<file path="src/rtl/lcc_pkg.sv">
package lcc_pkg;
  localparam int unsigned LCC_W      = 32;
  localparam int unsigned BYTE_W     = 8;
  localparam int unsigned N_BYTES    = LCC_W / BYTE_W;
  localparam int unsigned SEL_W      = $clog2(N_BYTES);
  localparam int unsigned RSV_LO     = 8;
  localparam int unsigned RSV_W      = 16;
  localparam int unsigned B_CLKEN    = 2;
  localparam int unsigned B_LANE     = 3;
  localparam int unsigned B_EECLK    = 24;
  localparam int unsigned B_EECS     = 25;
  localparam int unsigned B_EEDO     = 26;
  localparam int unsigned B_EEDI     = 27;
  localparam int unsigned B_IMGOK    = 28;
  localparam int unsigned B_RELOAD   = 29;

  typedef struct packed {
    logic             clk_en;
    logic [SEL_W-1:0] lane;
    logic [RSV_W-1:0] rsv;
    logic             ee_ck;
    logic             ee_cs;
    logic             ee_do;
    logic             reload;
  } lcc_state_t;

  function automatic logic one_hot(input logic [N_BYTES-1:0] v);
    return (v != '0) && ((v & (v - 1'b1)) == '0);
  endfunction
endpackage

</file>
<file path="src/rtl/lcc_regfile.sv">
module lcc_regfile
  import lcc_pkg::*;
(
  input  logic               clk,
  input  logic               rst_n,
  input  logic               io_wr,
  input  logic               mem_wr,
  input  logic [N_BYTES-1:0] be,
  input  logic [LCC_W-1:0]   wdata,
  input  logic [1:0]         strap,
  input  logic               ee_di,
  input  logic               img_ok,
  input  logic               load_done,
  output lcc_state_t         st,
  output logic [LCC_W-1:0]   rdata,
  output logic               load_kick
);
  logic [N_BYTES-1:0] byte_we;
  lcc_state_t         st_q;

  // I/O path: exactly one lane, else dropped. Memory path: any lanes.
  always_comb begin
    byte_we = '0;
    if (mem_wr)                      byte_we = be;
    else if (io_wr && one_hot(be))   byte_we = be;
  end

  assign load_kick = byte_we[3] && wdata[B_RELOAD] && !st_q.reload;

  always_ff @(posedge clk or negedge rst_n) begin
    if (!rst_n) begin
      st_q <= '0;
    end else begin
      if (byte_we[0]) begin
        st_q.clk_en <= wdata[B_CLKEN];
        st_q.lane   <= wdata[B_LANE +: SEL_W];
      end
      if (byte_we[1]) st_q.rsv[7:0]  <= wdata[RSV_LO +: 8];
      if (byte_we[2]) st_q.rsv[15:8] <= wdata[RSV_LO+8 +: 8];
      if (byte_we[3]) begin
        st_q.ee_ck <= wdata[B_EECLK];
        st_q.ee_cs <= wdata[B_EECS];
        st_q.ee_do <= wdata[B_EEDO];
      end
      if (load_kick)      st_q.reload <= 1'b1;
      else if (load_done) st_q.reload <= 1'b0;
    end
  end

  assign st = st_q;

  always_comb begin
    rdata                      = '0;
    rdata[1:0]                 = strap;
    rdata[B_CLKEN]             = st_q.clk_en;
    rdata[B_LANE +: SEL_W]     = st_q.lane;
    rdata[RSV_LO +: RSV_W]     = st_q.rsv;
    rdata[B_EECLK]             = st_q.ee_ck;
    rdata[B_EECS]              = st_q.ee_cs;
    rdata[B_EEDO]              = st_q.ee_do;
    rdata[B_EEDI]              = ee_di;
    rdata[B_IMGOK]             = img_ok;
    rdata[B_RELOAD]            = st_q.reload;
  end

  logic unused_wbits;
  assign unused_wbits = ^{wdata[31:30], wdata[28:27], wdata[7:5], wdata[1:0]};
endmodule

</file>
<file path="src/rtl/lcc_clk_gate.sv">
module lcc_clk_gate (
  input  logic clk_src,
  input  logic rst_n,
  input  logic en,
  output logic clk_gated
);
  logic en_lat;

  // Enable captured while the source is low, so the AND never clips a pulse.
  always_ff @(negedge clk_src or negedge rst_n) begin
    if (!rst_n) en_lat <= 1'b0;
    else        en_lat <= en;
  end

  assign clk_gated = clk_src & en_lat;
endmodule

</file>
<file path="src/rtl/lcc_lane_steer.sv">
module lcc_lane_steer
  import lcc_pkg::*;
(
  input  logic             wide,
  input  logic [SEL_W-1:0] lane,
  input  logic [LCC_W-1:0] host_wdata,
  input  logic [LCC_W-1:0] periph_rdata,
  output logic [LCC_W-1:0] periph_wdata,
  output logic [LCC_W-1:0] host_rdata
);
  logic [LCC_W-1:0]  narrow_rd;
  logic [BYTE_W-1:0] picked;

  for (genvar i = 0; i < N_BYTES; i++) begin : g_lane
    assign narrow_rd[i*BYTE_W +: BYTE_W] =
      (lane == SEL_W'(i)) ? periph_rdata[BYTE_W-1:0] : '0;
  end

  assign picked       = host_wdata[lane*BYTE_W +: BYTE_W];
  assign host_rdata   = wide ? periph_rdata : narrow_rd;
  assign periph_wdata = wide ? host_wdata : {{(LCC_W-BYTE_W){1'b0}}, picked};
endmodule

</file>
<file path="src/rtl/lcc_reload_stub.sv">
module lcc_reload_stub #(
  parameter int unsigned LOAD_CYCLES = 12
) (
  input  logic clk,
  input  logic rst_n,
  input  logic kick,
  output logic done
);
  localparam int unsigned CNT_W = $clog2(LOAD_CYCLES + 1);
  logic [CNT_W-1:0] cnt;

  always_ff @(posedge clk or negedge rst_n) begin
    if (!rst_n)          cnt <= '0;
    else if (kick)       cnt <= CNT_W'(LOAD_CYCLES);
    else if (cnt != '0)  cnt <= cnt - 1'b1;
  end

  assign done = (cnt == CNT_W'(1));
endmodule

</file>
<file path="src/rtl/local_ctl_reg.sv">
module local_ctl_reg
  import lcc_pkg::*;
#(
  parameter int unsigned LOAD_CYCLES = 12
) (
  input  logic        clk,
  input  logic        rst_n,
  input  logic        bus_io_wr,
  input  logic        bus_mem_wr,
  input  logic [3:0]  bus_be,
  input  logic [31:0] bus_wdata,
  output logic [31:0] bus_rdata,
  input  logic [1:0]  mode_strap,
  output logic        clk_out,
  input  logic        pb_wide,
  input  logic [31:0] pb_rdata,
  output logic [31:0] pb_wdata,
  output logic [31:0] steer_rdata,
  output logic        ee_clk,
  output logic        ee_cs,
  output logic        ee_dout,
  input  logic        ee_din,
  input  logic        ee_image_ok,
  output logic        reload_done
);
  lcc_state_t st;
  logic       kick;
  logic       done;

  lcc_regfile u_regs (
    .clk(clk), .rst_n(rst_n), .io_wr(bus_io_wr), .mem_wr(bus_mem_wr),
    .be(bus_be), .wdata(bus_wdata), .strap(mode_strap), .ee_di(ee_din),
    .img_ok(ee_image_ok), .load_done(done), .st(st), .rdata(bus_rdata),
    .load_kick(kick)
  );

  lcc_clk_gate u_cg (
    .clk_src(clk), .rst_n(rst_n), .en(st.clk_en), .clk_gated(clk_out)
  );

  lcc_lane_steer u_steer (
    .wide(pb_wide), .lane(st.lane), .host_wdata(bus_wdata),
    .periph_rdata(pb_rdata), .periph_wdata(pb_wdata), .host_rdata(steer_rdata)
  );

  lcc_reload_stub #(.LOAD_CYCLES(LOAD_CYCLES)) u_load (
    .clk(clk), .rst_n(rst_n), .kick(kick), .done(done)
  );

  assign ee_clk      = st.ee_ck;
  assign ee_cs       = st.ee_cs;
  assign ee_dout     = st.ee_do;
  assign reload_done = done;

  logic unused_rsv;
  assign unused_rsv = ^st.rsv;
endmodule

</file>
<file path="config.mk">
export PLATFORM = sky130hd
export DESIGN_NAME = local_ctl_reg
export DESIGN_NICKNAME = d
export VERILOG_FILES = /design/src/rtl/lcc_pkg.sv /design/src/rtl/lcc_regfile.sv /design/src/rtl/lcc_clk_gate.sv /design/src/rtl/lcc_lane_steer.sv /design/src/rtl/lcc_reload_stub.sv /design/src/rtl/local_ctl_reg.sv
export SDC_FILE = /design/constraint.sdc
export NUM_CORES = 1
export LEC_CHECK = 0
export BUFFER_PORTS_ARGS = -buffer_cell sky130_fd_sc_hd__buf_2
export CELL_PAD_IN_SITES_DETAIL_PLACEMENT = 0
export CELL_PAD_IN_SITES_GLOBAL_PLACEMENT = 1
export CORE_MARGIN = 3
export CORE_UTILIZATION = 28
export DETAILED_ROUTE_END_ITERATION = 10
export PLACE_DENSITY = 0.85
export SKIP_CTS_REPAIR_TIMING = 1
export SYNTH_ARGS = -nofsm -noshare
export SYNTH_HDL_FRONTEND = slang
export SYNTH_SLANG_ARGS = --single-unit
</file>
<file path="constraint.sdc">
create_clock -name clk -period 4.55 [get_ports clk]
set_clock_uncertainty 0.2 [all_clocks]
set_input_delay 0.455 -clock clk [delete_from_list [all_inputs] [get_ports clk]]
set_output_delay 0.455 -clock clk [all_outputs]
set_load 0.01 [all_outputs]
</file>
Word-level counts from Yosys, hierarchy flattened
Index checks and enable logic that the tools add are counted.

Bits in registers: 28. Input port bits: 77. Output and inout bits: 101.

Add/subtract/negate cells: 2. Equality and inequality tests: 4. Shift-type cells: 1. Multiplexer cells: 12. Bitwise operators: 2. Reduce and logical (&&, ||, !) cells: 11.

Operators with widths (number): 32-bit 2-to-1 mux (2); 8-bit 2-to-1 mux (4); 32-bit by 6-bit variable part select with 8-bit output (1); 4-bit 2-to-1 mux (4); 4-bit nonzero test (2); 4-bit by 1-bit subtractor with 4-bit output (second input constant) (2); 4-bit AND (1); 2-bit equality test (second input constant) (2); 4-bit by 1-bit equality test with 1-bit output (second input constant) (1); 1-bit logical AND (4); 4-bit logical NOT (1); 2-bit nonzero test (2); 2-bit by 1-bit equality test with 1-bit output (second input constant) (1); 2-bit logical NOT (1); 1-bit 2-to-1 mux (2); 1-bit AND (1); 1-bit logical NOT (1).

Depth between registers and ports, before layout
Depth after elaboration: 10. Gate-level depth with buffers: 5. Depth with buffers taken out: 5.

By module
From an unflattened synthesis, not the netlist that was laid out.

Cell total of the unflattened synthesis: 245. Area total of the unflattened synthesis: 2273.4 sq um.

Modules (own cells, without submodules): lcc_regfile (times used 1, cells an instance 91, area an instance 1174.9 sq um, sequential area each 575.6 sq um); lcc_lane_steer (times used 1, cells an instance 128, area an instance 808.3 sq um, sequential area each 0.0 sq um); lcc_reload_stub (times used 1, cells an instance 24, area an instance 259.0 sq um, sequential area each 100.1 sq um); lcc_clk_gate (times used 1, cells an instance 2, area an instance 31.3 sq um, sequential area each 25.0 sq um).

==> results.sh <==
export IMPL_swShare=0.3438
export IMPL_cp_top_family="flip-flops"
export IMPL_ys_flop_type="dfrtp_1"
export IMPL_reg2reg_from="u_regs.rdata[2]"
export IMPL_syn_area_per_cell_um2=8.837
export IMPL_ys_top_cells_by_area="dfrtp_1 32%, mux2_2 16%, and2_1 10%"
export IMPL_synth_top_area_cell="dfrtp_1"
export IMPL_cp_max_fo=1
export IMPL_grt_max_degree=68
export IMPL_grt_pass1_wl_um=11370
export IMPL_layout_common_cells="164 x buf_2, 35 x o21ai_0, 35 x and2_1"
export IMPL_combPwrFrac=0.391
export IMPL_ys_types=27
export IMPL_clkLatencyLatePin_ns=0.38
export IMPL_start_kind="register"
export IMPL_crit_chain="and2_1, buf_2"
export IMPL_ir_drop_mv=0.1835
export IMPL_antenna_cells=0
export IMPL_cpPeakStageDelay_ns=0.38
export IMPL_die_h_um=92.85
export IMPL_gp_congestion=0.7734
export IMPL_grt_overflow_total=0
export IMPL_p_clk_frac=0.264
export IMPL_max_cap_violations=0
export IMPL_synth_edf_count=0
export IMPL_path_depth=2
export IMPL_crit_slowest_cell="dfrtn_1"
export IMPL_setup_violations_final=0
export IMPL_placeableCoreArea_um2=7292
export IMPL_tritoncts="yes"
export IMPL_fillerInstances=743
export IMPL_timing_final_max_slew_violations=0
export IMPL_worst_pin_slew_ns=0.9893
export IMPL_reg2reg_slack_ns=1.55
export IMPL_rsz0062_at_grt="false"
export IMPL_wl_per_cell_um=14.70
export IMPL_reg2reg_depth=0
export IMPL_critPathBufInv=1
export IMPL_setup_worst_path_end="clk_out"
export IMPL_power_switching_mw=0.3548
export IMPL_leakage_nw=1.556
export IMPL_placed_cells=481
export IMPL_slew_headroom=0.3405
export IMPL_grt_antenna_before_repair=0
export IMPL_ys_seq_area_frac=0.3318
export IMPL_ys_warn_count=0
export IMPL_power_density_nw_per_um2=339.0
export IMPL_io_pins=178
export IMPL_fin_nets=471
export IMPL_grt_total_usage=0.1625
export IMPL_viasPerCell=4.601
export IMPL_grt_pass1_vias=2278
export IMPL_die_x_um=92.85
export IMPL_drive_gt1_frac=0.5282
export IMPL_startpoint="u_cg.en_lat"
export IMPL_ant_nets=0
export IMPL_clkSlewWorstSetupHoldPaths_ns=0.10
export IMPL_routed_wl_um=7187
export IMPL_finalNonFillerCells=489
export IMPL_dr_pass1_iters=4
export IMPL_area_growth_pct=44.14
export IMPL_intPower_mw=0.6771
export IMPL_fin_tns_setup_ns=0
export IMPL_start_util=0.2896
export IMPL_dp_hpwl_um=5663
export IMPL_worstPathArrival_ns=3.27
export IMPL_drt_iter0_markers=92
export IMPL_crit_path_end_kind="output port"
export IMPL_status="complete, no violations"
export IMPL_min_path_type="in -> reg"
export IMPL_portBuffers=164
export IMPL_seq_power_share=0.345
export IMPL_synth_cells=239
export IMPL_rr_endpoint="u_cg.en_lat"
export IMPL_worst_setup_path_type="reg -> out"
export IMPL_dieArea_um2=8621
export IMPL_synth_seq_cells=28
export IMPL_num_vias=2250
export IMPL_layout_commonest_cell="buf_2"
export IMPL_row_count=31
export IMPL_hold_viol=0
export IMPL_critical_path_required_ns=3.89
export IMPL_synth_top_area_frac=0.3199
export IMPL_async_reset_ff_frac=1.000
export IMPL_synth_area_um2=2112
export IMPL_drcViolationCount=0
[power by group through the flow]
stage / Combinational [mW] / Sequential [mW] / Clock [mW]
6_report: 0.403 / 0.356 / 0.273
5_1_grt: 0.450 / 0.366 / 0.296
4_1_cts: 0.409 / 0.356 / 0.283
3_5_place_dp: 0.406 / 0.360 / 0.0107
3_3_place_gp: 0.397 / 0.357 / 0.0107
2_1_floorplan: 0.241 / 0.359 / 0.00662
[cell families (layout without fill, tap and decap cells)]
logic type / after synthesis / in the layout / share of synthesized area
other: 1 / 5 / 0.001776
DFF: 28 / 28 / 0.3318
AOI/OAI and AO/OA: 56 / 56 / 0.1487
adders and majority gates: 3 / 3 / 0.01777
buffers and inverters: 28 / 175 / 0.07642
and+or+nand+nor: 89 / 89 / 0.2458
xor gates and xnor gates: 2 / 2 / 0.008295
muxes: 32 / 32 / 0.1694
[registers in the layout, indices dropped and copies added, names as in the netlist]
register,cells
u_cg.en_lat,1
u_regs.rdata,23
u_load.cnt,4
[Yosys cell counts, types with 3 or more instances]
cell,n
a21oi_1,8
a22oi_1,8
and2_1,35
buf_2,6
buf_4,13
clkbuf_1,6
dfrtp_1,27
ha_1,3
inv_1,3
mux2_2,30
nand2_1,26
nand2b_1,10
nor2b_1,10
nor4b_2,3
o21ai_0,35
[how the worst min path moves through the flow]
stage	startpoint	end	slack (ns)	depth (start not counted)
2_1_floorplan	rst_n	u_load.cnt[0]	-0.04	0
3_3_place_gp	u_regs.rdata[11]	u_regs.rdata[11]	0.28	1
3_5_place_dp	u_regs.rdata[9]	u_regs.rdata[9]	0.29	1
4_1_cts	rst_n	u_regs.rdata[2]	-0.1	1
5_1_grt	bus_wdata[24]	u_regs.rdata[24]	0.12	2
6_report	bus_wdata[25]	u_regs.rdata[25]	0.13	2
[through the flow]
| stage | cell area (µm²) | power, mW | hold slack [ns] | setup slack [ns] | util |
|---|---|---|---|---|---|
| after floorplan | 2127 | 0.6064 | -0.04059 | 1.111 | - |
| after global placement | 2922 | 0.7652 | 0.2834 | 1.037 | 0.4007 |
| after detailed placement | 2922 | 0.7767 | 0.2885 | 1.053 | 0.4007 |
| after CTS | 3034 | 1.048 | -0.09538 | 0.6072 | 0.4161 |
| after global routing | 3044 | 1.112 | 0.1196 | 0.5815 | 0.4175 |
| final | 3044 | 1.032 | 0.1321 | 0.6236 | 0.4175 |
[final cells by class]
| class | instances | area (µm²) | share of cell area |
|---|---|---|---|
| Multi-Input combinational cell | 187 | 1265 | 0.4155 |
| Timing Repair Buffer | 164 | 825.8 | 0.2713 |
| Sequential cell | 28 | 700.7 | 0.2302 |
| Tap cell | 99 | 123.9 | 0.04069 |
| Clock buffer | 7 | 87.58 | 0.02877 |
| Clock inverter | 1 | 30.03 | 0.009864 |
| Inverter | 3 | 11.26 | 0.003699 |
[metal layers]
layer / part of all wire / GRT usage / vias to the layer above
li1: - / - / 1105
met1: 0.43 / 0.2081 / 1052
met2: 0.50 / 0.2855 / 85
met3: 0.062 / 0.03006 / 8
met4: 0.0078 / 0.03053 / 0
met5: 0 / 0 / -
(Power assumes the default switching activity.)
